===== src/rtl/dtpwm_pkg.sv =====
package dtpwm_pkg;
  localparam int CTRL_W   = 9;
  localparam int B_EN     = 0;
  localparam int B_DOWN   = 1;
  localparam int B_RELOAD = 2;
  localparam int B_LOAD   = 3;
  localparam int B_GENOUT = 4;
  localparam int B_PWM    = 5;
  localparam int B_CAPT   = 6;
  localparam int B_ENALL  = 7;
  localparam int B_CASC   = 8;
  localparam int N_TMR    = 2;
  localparam int WORDS_PER_TMR = 3;

  // Strobes from the register control to one timer datapath
  typedef struct packed {
    logic run;
    logic down;
    logic autoReload;
    logic holdLoad;
    logic genOutEn;
    logic captMode;
  } tmrStrobe_t;

  function automatic logic [2:0] addrOf(input int tmr, input int word);
    return 3'(tmr * WORDS_PER_TMR + word);
  endfunction
endpackage


===== src/rtl/dtpwm_regs.sv =====
module dtpwm_regs
  import dtpwm_pkg::*;
#(
  parameter int CNT_W = 8,
  parameter int DATA_W = 9
) (
  input  logic clk,
  input  logic rstN,
  input  logic regWe,
  input  logic regRe,
  input  logic [2:0] regAddr,
  input  logic [DATA_W-1:0] regWdata,
  output logic [DATA_W-1:0] regRdata,
  input  logic [N_TMR-1:0][CNT_W-1:0] cntVal,
  input  logic [N_TMR-1:0] stopEvt,
  output logic [N_TMR-1:0][CTRL_W-1:0] ctrlWord,
  output logic [N_TMR-1:0][CNT_W-1:0] loadVal,
  output tmrStrobe_t [N_TMR-1:0] strobes,
  output logic [N_TMR-1:0] pwmEnB,
  output logic casc0
);
  logic [N_TMR-1:0][CTRL_W-1:0] ctrlNext;
  logic [N_TMR-1:0][CNT_W-1:0] loadNext;
  logic [DATA_W-1:0] rdNext;
  logic enAllHit;

  assign enAllHit = regWe && regWdata[B_ENALL] &&
                    (regAddr == addrOf(0, 0) || regAddr == addrOf(1, 0));

  always_comb begin
    ctrlNext = ctrlWord;
    loadNext = loadVal;
    for (int i = 0; i < N_TMR; i++) begin
      if (stopEvt[i]) ctrlNext[i][B_EN] = 1'b0;
      if (regWe && regAddr == addrOf(i, 0)) begin
        ctrlNext[i] = regWdata[CTRL_W-1:0];
        ctrlNext[i][B_ENALL] = 1'b0;
      end
      if (regWe && regAddr == addrOf(i, 1)) loadNext[i] = regWdata[CNT_W-1:0];
    end
    if (enAllHit) begin
      for (int i = 0; i < N_TMR; i++) ctrlNext[i][B_EN] = 1'b1;
    end
  end

  always_comb begin
    rdNext = '0;
    for (int i = 0; i < N_TMR; i++) begin
      if (regAddr == addrOf(i, 0)) rdNext[CTRL_W-1:0] = ctrlWord[i];
      if (regAddr == addrOf(i, 1)) rdNext[CNT_W-1:0] = loadVal[i];
      if (regAddr == addrOf(i, 2)) rdNext[CNT_W-1:0] = cntVal[i];
    end
  end

  always_ff @(posedge clk) begin
    if (!rstN) begin
      ctrlWord <= '0;
      loadVal  <= '0;
      regRdata <= '0;
    end else begin
      ctrlWord <= ctrlNext;
      loadVal  <= loadNext;
      if (regRe) regRdata <= rdNext;
    end
  end

  generate
    for (genvar i = 0; i < N_TMR; i++) begin : g_strb
      assign strobes[i].run        = ctrlWord[i][B_EN];
      assign strobes[i].down       = ctrlWord[i][B_DOWN];
      assign strobes[i].autoReload = ctrlWord[i][B_RELOAD];
      assign strobes[i].holdLoad   = ctrlWord[i][B_LOAD];
      assign strobes[i].genOutEn   = ctrlWord[i][B_GENOUT];
      assign strobes[i].captMode   = ctrlWord[i][B_CAPT];
      assign pwmEnB[i]             = ctrlWord[i][B_PWM];
    end
  endgenerate
  assign casc0 = ctrlWord[0][B_CASC];
endmodule


===== src/rtl/dtpwm_timer.sv =====
module dtpwm_timer
  import dtpwm_pkg::*;
#(
  parameter int CNT_W = 8
) (
  input  logic clk,
  input  logic rstN,
  input  tmrStrobe_t cfg,
  input  logic [CNT_W-1:0] loadVal,
  input  logic slaveMode,
  input  logic forceReload,
  output logic [CNT_W-1:0] cnt,
  output logic atTc,
  output logic stopEvt,
  output logic reloadEvt,
  output logic genPulse
);
  localparam logic [CNT_W-1:0] CNT_MAX = '1;
  logic pending;
  logic active;

  assign active    = cfg.run && !cfg.holdLoad;
  assign atTc      = active && !pending && (cfg.down ? (cnt == '0) : (cnt == CNT_MAX));
  assign reloadEvt = active && pending && !slaveMode;
  assign stopEvt   = atTc && !cfg.autoReload;

  always_ff @(posedge clk) begin
    if (!rstN) begin
      cnt      <= '0;
      pending  <= 1'b0;
      genPulse <= 1'b0;
    end else begin
      genPulse <= atTc && cfg.genOutEn && !cfg.captMode;
      if (cfg.holdLoad || forceReload) begin
        cnt     <= loadVal;
        pending <= 1'b0;
      end else if (cfg.run) begin
        if (pending) begin
          if (!slaveMode) begin
            cnt     <= loadVal;
            pending <= 1'b0;
          end
        end else if (!stopEvt) begin
          cnt <= cfg.down ? cnt - 1'b1 : cnt + 1'b1;
          if (atTc) pending <= 1'b1;
        end
      end
    end
  end
endmodule


===== src/rtl/dtpwm_core.sv =====
module dtpwm_core
  import dtpwm_pkg::*;
#(
  parameter int CNT_W = 8
) (
  input  logic clk,
  input  logic rstN,
  input  tmrStrobe_t [N_TMR-1:0] strobes,
  input  logic [N_TMR-1:0] pwmEnB,
  input  logic casc0,
  input  logic [N_TMR-1:0][CNT_W-1:0] loadVal,
  output logic [N_TMR-1:0][CNT_W-1:0] cntVal,
  output logic [N_TMR-1:0] tcEvt,
  output logic [N_TMR-1:0] stopEvt,
  output logic [N_TMR-1:0] genOut,
  output logic pwmOut
);
  logic [N_TMR-1:0] tmrOk;
  logic [N_TMR-1:0] reloadEvt;
  logic [N_TMR-1:0] slaveVec;
  logic [N_TMR-1:0] forceVec;
  logic pwmValid;

  generate
    for (genvar i = 0; i < N_TMR; i++) begin : g_tmr
      assign tmrOk[i] = strobes[i].run && !strobes[i].captMode && pwmEnB[i] &&
                        strobes[i].genOutEn && strobes[i].autoReload &&
                        !strobes[i].holdLoad;
      dtpwm_timer #(.CNT_W(CNT_W)) u_tmr (
        .clk(clk),
        .rstN(rstN),
        .cfg(strobes[i]),
        .loadVal(loadVal[i]),
        .slaveMode(slaveVec[i]),
        .forceReload(forceVec[i]),
        .cnt(cntVal[i]),
        .atTc(tcEvt[i]),
        .stopEvt(stopEvt[i]),
        .reloadEvt(reloadEvt[i]),
        .genPulse(genOut[i])
      );
    end
  endgenerate

  assign pwmValid = &tmrOk && !casc0;
  // duty timer follows the period timer's reload while PWM is valid
  assign slaveVec = {pwmValid, 1'b0};
  assign forceVec = {pwmValid && reloadEvt[0], pwmValid && reloadEvt[1]};

  always_ff @(posedge clk) begin
    if (!rstN) pwmOut <= 1'b0;
    else       pwmOut <= pwmValid && (pwmOut || tcEvt[0]) && !tcEvt[1];
  end
endmodule


===== src/rtl/dual_timer_pwm.sv =====
module dual_timer_pwm
  import dtpwm_pkg::*;
#(
  parameter int CNT_W = 8,
  localparam int DATA_W = (CNT_W > CTRL_W) ? CNT_W : CTRL_W
) (
  input  logic clk,
  input  logic rstN,
  input  logic regWe,
  input  logic regRe,
  input  logic [2:0] regAddr,
  input  logic [DATA_W-1:0] regWdata,
  output logic [DATA_W-1:0] regRdata,
  output logic [1:0] genOut,
  output logic pwmOut
);
  logic [N_TMR-1:0][CTRL_W-1:0] ctrlWord;
  logic [N_TMR-1:0][CNT_W-1:0] loadVal;
  logic [N_TMR-1:0][CNT_W-1:0] cntVal;
  logic [N_TMR-1:0] tcEvt;
  logic [N_TMR-1:0] stopEvt;
  logic [N_TMR-1:0] pwmEnB;
  logic casc0;
  tmrStrobe_t [N_TMR-1:0] strobes;

  dtpwm_regs #(.CNT_W(CNT_W), .DATA_W(DATA_W)) u_regs (
    .clk(clk), .rstN(rstN), .regWe(regWe), .regRe(regRe), .regAddr(regAddr),
    .regWdata(regWdata), .regRdata(regRdata), .cntVal(cntVal), .stopEvt(stopEvt),
    .ctrlWord(ctrlWord), .loadVal(loadVal), .strobes(strobes), .pwmEnB(pwmEnB),
    .casc0(casc0)
  );

  dtpwm_core #(.CNT_W(CNT_W)) u_core (
    .clk(clk), .rstN(rstN), .strobes(strobes), .pwmEnB(pwmEnB), .casc0(casc0),
    .loadVal(loadVal), .cntVal(cntVal), .tcEvt(tcEvt), .stopEvt(stopEvt),
    .genOut(genOut), .pwmOut(pwmOut)
  );
endmodule


===== config.mk =====
export PLATFORM = sky130hd
export DESIGN_NAME = dual_timer_pwm
export DESIGN_NICKNAME = d
export VERILOG_FILES = /design/src/rtl/dtpwm_pkg.sv /design/src/rtl/dtpwm_regs.sv /design/src/rtl/dtpwm_timer.sv /design/src/rtl/dtpwm_core.sv /design/src/rtl/dual_timer_pwm.sv
export SDC_FILE = /design/constraint.sdc
export NUM_CORES = 1
export LEC_CHECK = 0
export BUFFER_PORTS_ARGS = -buffer_cell sky130_fd_sc_hd__buf_4
export CAP_MARGIN = 30
export CORE_MARGIN = 1.5
export CORE_UTILIZATION = 40
export CTS_CLUSTER_SIZE = 16
export DETAILED_ROUTE_END_ITERATION = 8
export GPL_TIMING_DRIVEN = 0
export PLACE_DENSITY = 0.63
export SLEW_MARGIN = 5
export SYNTH_ARGS = -nofsm -noshare
export SYNTH_HDL_FRONTEND = slang
export SYNTH_SLANG_ARGS = --single-unit
export TNS_END_PERCENT = 10

===== constraint.sdc =====
create_clock -name clk -period 2.15 [get_ports clk]
set_input_delay 0.215 -clock clk [delete_from_list [all_inputs] [get_ports clk]]
set_output_delay 0.215 -clock clk [all_outputs]
set_load 0.01 [all_outputs]

==> metrics.csv <==
metric;value;unit
root buffer cell;clkbuf_8;
met1 Track Usage GR;30.7;%
vias in the first global route;3257;
Hold Buf Count CTS;0;
DRC violations left;0;
Reg2Reg Setup Slack;0.02;ns
sequential fraction of the synthesis area;35.0;%
Peak supply drop;0.341;mV
Post-layout nets;507;
Crit. End Element;flop;
reg-to-reg endpoint;u_core.g_tmr[1].u_tmr.cnt[1]$_SDFFE_PN0P_;
# IOs;28;
maxcap violations;0;
Max Freq;470;MHz
internal power;1840;uW
initial core utilization;41.1;%
Routed Antenna Nets;0;
RD Place Congestion;0.910;
net switching power figure;696;uW
core box area;8640;um2
CTS Buffer Depth;2;
fin crit share;98.9;%
Total GRT Usage;22.5;%
Worst Hold Class;in2reg;
drt total wl;10300;um
Synth Flop Type;dfxtp_1;
Mapped Cells;442;
CTS buffer count;9;
Comb power frac;11.8;%
final design utilization;47.4;%
Rel. slew slack;60.3;%
Avg Cell Area, Syn;8.03;um2
setup TNS;0;ns
die width;97.2;um
P_leak;0.00156;uW
Post-synth ARST share;0;%
die height;97.2;um
Setup crit start;u_regs.ctrlWord[9]$_SDFFE_PN0P_;
# diodes;0;
syn_nets;472;
pre-CTS WS;-0.254;ns
PD cells;618;nW/um2
post-synthesis instance area;3550;um2
first-pass GRT wire length;16600;um
post-route insts no fill;590;
Cell variety after synth;60;
Worst-path clk slew;0.07;ns
Clk network pwr share;39.8;%
final setup fails;0;
status;complete, no violations;
final instance area;4090;um2
Max Slew Vio Count;0;
number of iterations in the first detailed-routing pass;5;
largest net degree at the start of global routing;15;
Sink Count;62;
grt total ovfl;0;
row cnt;34;
Crit Reg-Reg Startpoint;u_regs.ctrlWord[9]$_SDFFE_PN0P_;
worst path arrival time;2.34;ns
clk_lat worst skew;0.35;ns
dpl hpwl;7710;um
share of cells above drive strength 1;13.3;%
worst slew pin tran;0.595;ns
Flop pwr share;48.4;%
vias post-DR;3438;
Most Used Layer, Global Route;met2;
final hold vios;0;
worst reg2reg path depth;7;
Net Sw Frac;27.5;%
Post-DP Area;3870;um2
Worst Path Required;2.37;ns
port bufs;25;
yosys warns;0;
worst setup margin;0.0227;ns
RSZ-0062 raised after global routing;true;
worst setup path class;reg2reg;
Post-CTS Setup Bufs;0;
area grow syn2layout;15.4;%
CTS H-tree lvls;3;
dpl cells;575;
crit path to;u_core.g_tmr[1].u_tmr.cnt[1]$_SDFFE_PN0P_;
Initial DRC Count;314;
die area;9440;um2
clk_skew;0.00927;ns
initial antenna violation count;0;
flops & latches, synth;62;
vias per cell;5.83;
min cycle time layout;2.13;ns
Post-synth EDFFs;0;
met3 usage;4.24;%
TritonCTS clock tree;built;
Worst setup SP type;flop;
worst-path maximum fanout;10;
GR Util met2;35.2;%
drt wl/cell;17.5;um
per-layer routing:
layer,up-vias,routed length (um)
met5,-,0
li1,1661,-
met2,112,4690
met3,24,577
met1,1641,4840
met4,0,234
sequential cells by signal, indices dropped and copies added, names as in the netlist:
signal	cells
u_core.g_tmr.u_tmr.cnt	16
u_regs.loadVal	16
u_regs.ctrlWord	15
u_regs.regRdata	9
u_core.g_tmr.u_tmr.genPulse	2
u_core.g_tmr.u_tmr.pending	2
u_core.pwmOut	1
u_regs.casc0	1
kinds of logic after synthesis:
kind of cell	after synthesis	share of synthesized area (%)
fa+ha+maj	14	5.36
xor+xnor	7	1.73
simple gates	177	23.5
compound gates	119	21.6
flops	62	35.0
buf+inv	39	4.59
mux	24	8.25
Yosys cell counts, drive strengths merged, types with 4 or more instances:
cell | n | area, um2
nand2 | 82 | 308
dfxtp | 62 | 1240
a21oi | 47 | 235
nor2 | 32 | 120
o21ai | 20 | 111
mux2i | 18 | 180
clkbuf | 16 | 60.1
inv | 15 | 56.3
ha | 12 | 150
nor3 | 11 | 55.1
a211oi | 9 | 67.6
buf | 8 | 46.3
nand3 | 8 | 40.0
a31oi | 7 | 43.8
and3 | 6 | 37.5
nor2b | 6 | 37.5
nor4 | 5 | 31.3
o211ai | 5 | 42.5
a21o | 4 | 30.0
and2 | 4 | 25.0
mux4 | 4 | 90.1
nand2b | 4 | 25.0
nand4 | 4 | 25.0
xor2 | 4 | 35.0
worst min path at each step:
stage          slack [ns]  cells past startpoint                        startpoint                                         end
5_1_grt              0.13                      3                       regWdata[8]                   u_regs.casc0$_SDFFE_PN0P_
3_3_place_gp         0.45                      2  u_regs.ctrlWord[17]$_SDFFE_PN0P_            u_regs.ctrlWord[17]$_SDFFE_PN0P_
4_1_cts              0.11                      3                       regWdata[8]                   u_regs.casc0$_SDFFE_PN0P_
2_1_floorplan        0.35                      2                              rstN  u_core.g_tmr[1].u_tmr.pending$_SDFFE_PP0P_
3_5_place_dp         0.46                      2  u_regs.ctrlWord[17]$_SDFFE_PN0P_            u_regs.ctrlWord[17]$_SDFFE_PN0P_
6_report             0.13                      3                       regWdata[8]                   u_regs.casc0$_SDFFE_PN0P_
metrics by stage:
step	hold WS, ns	total power [uW]
floorplan	0.349	1430
global placement	0.448	1530
detailed placement	0.460	1540
CTS	0.109	2540
global route	0.127	2630
finish	0.127	2530
critical path, cell delays in order (launching register included):
cell and delay [ns]:
dfxtp_4 0.38, or3b_4 0.42, or4b_4 0.54, o311ai_4 0.14, o21ai_4 0.13, buf_6 0.18
mux2i_1 0.14, nor2_1 0.06
layout by cell type (no fill, tap or decap), drive strengths merged, types with 3 or more instances in the layout:
master	count
o21a	3
a21oi	47
nor4	5
nand2b	4
o21ai	20
a211oi	9
xor2	4
mux4	4
mux2i	18
nor3	11
nor2	32
dfxtp	62
nand3	8
o211a	3
inv	15
nand4	4
nand2	82
a31oi	7
o211ai	5
and3	6
nor2b	6
xnor2	3
buf	34
nand3b	3
a22oi	3
clkbuf	26
a21o	4
and2	4
ha	12
power by group through the flow:
stage / Combinational (uW) / Clock (uW) / Sequential [uW]
floorplan: 191 / 0 / 1240
global placement: 286 / 0 / 1250
detailed placement: 291 / 0 / 1250
CTS: 292 / 1030 / 1220
global route: 328 / 1070 / 1230
finish: 298 / 1010 / 1220
repair_timing:
action                                 4_1_cts  5_1_grt
pin swaps                                    0        2
gates resized for setup                      6       12
setup endpoints to repair                   10       17
endpoints found under the hold margin        0        0
area by class of cell:
cell class | instances | area [um2]
fill | 858 | 4540
multi-input combinational | 341 | 2170
sequential | 62 | 1250
timing repair buffer | 25 | 188
clock buffer | 12 | 135
tap | 108 | 135
buffer | 23 | 103
inverter | 15 | 56.3
clock inverter | 4 | 47.5
(Power assumes the default switching activity.)
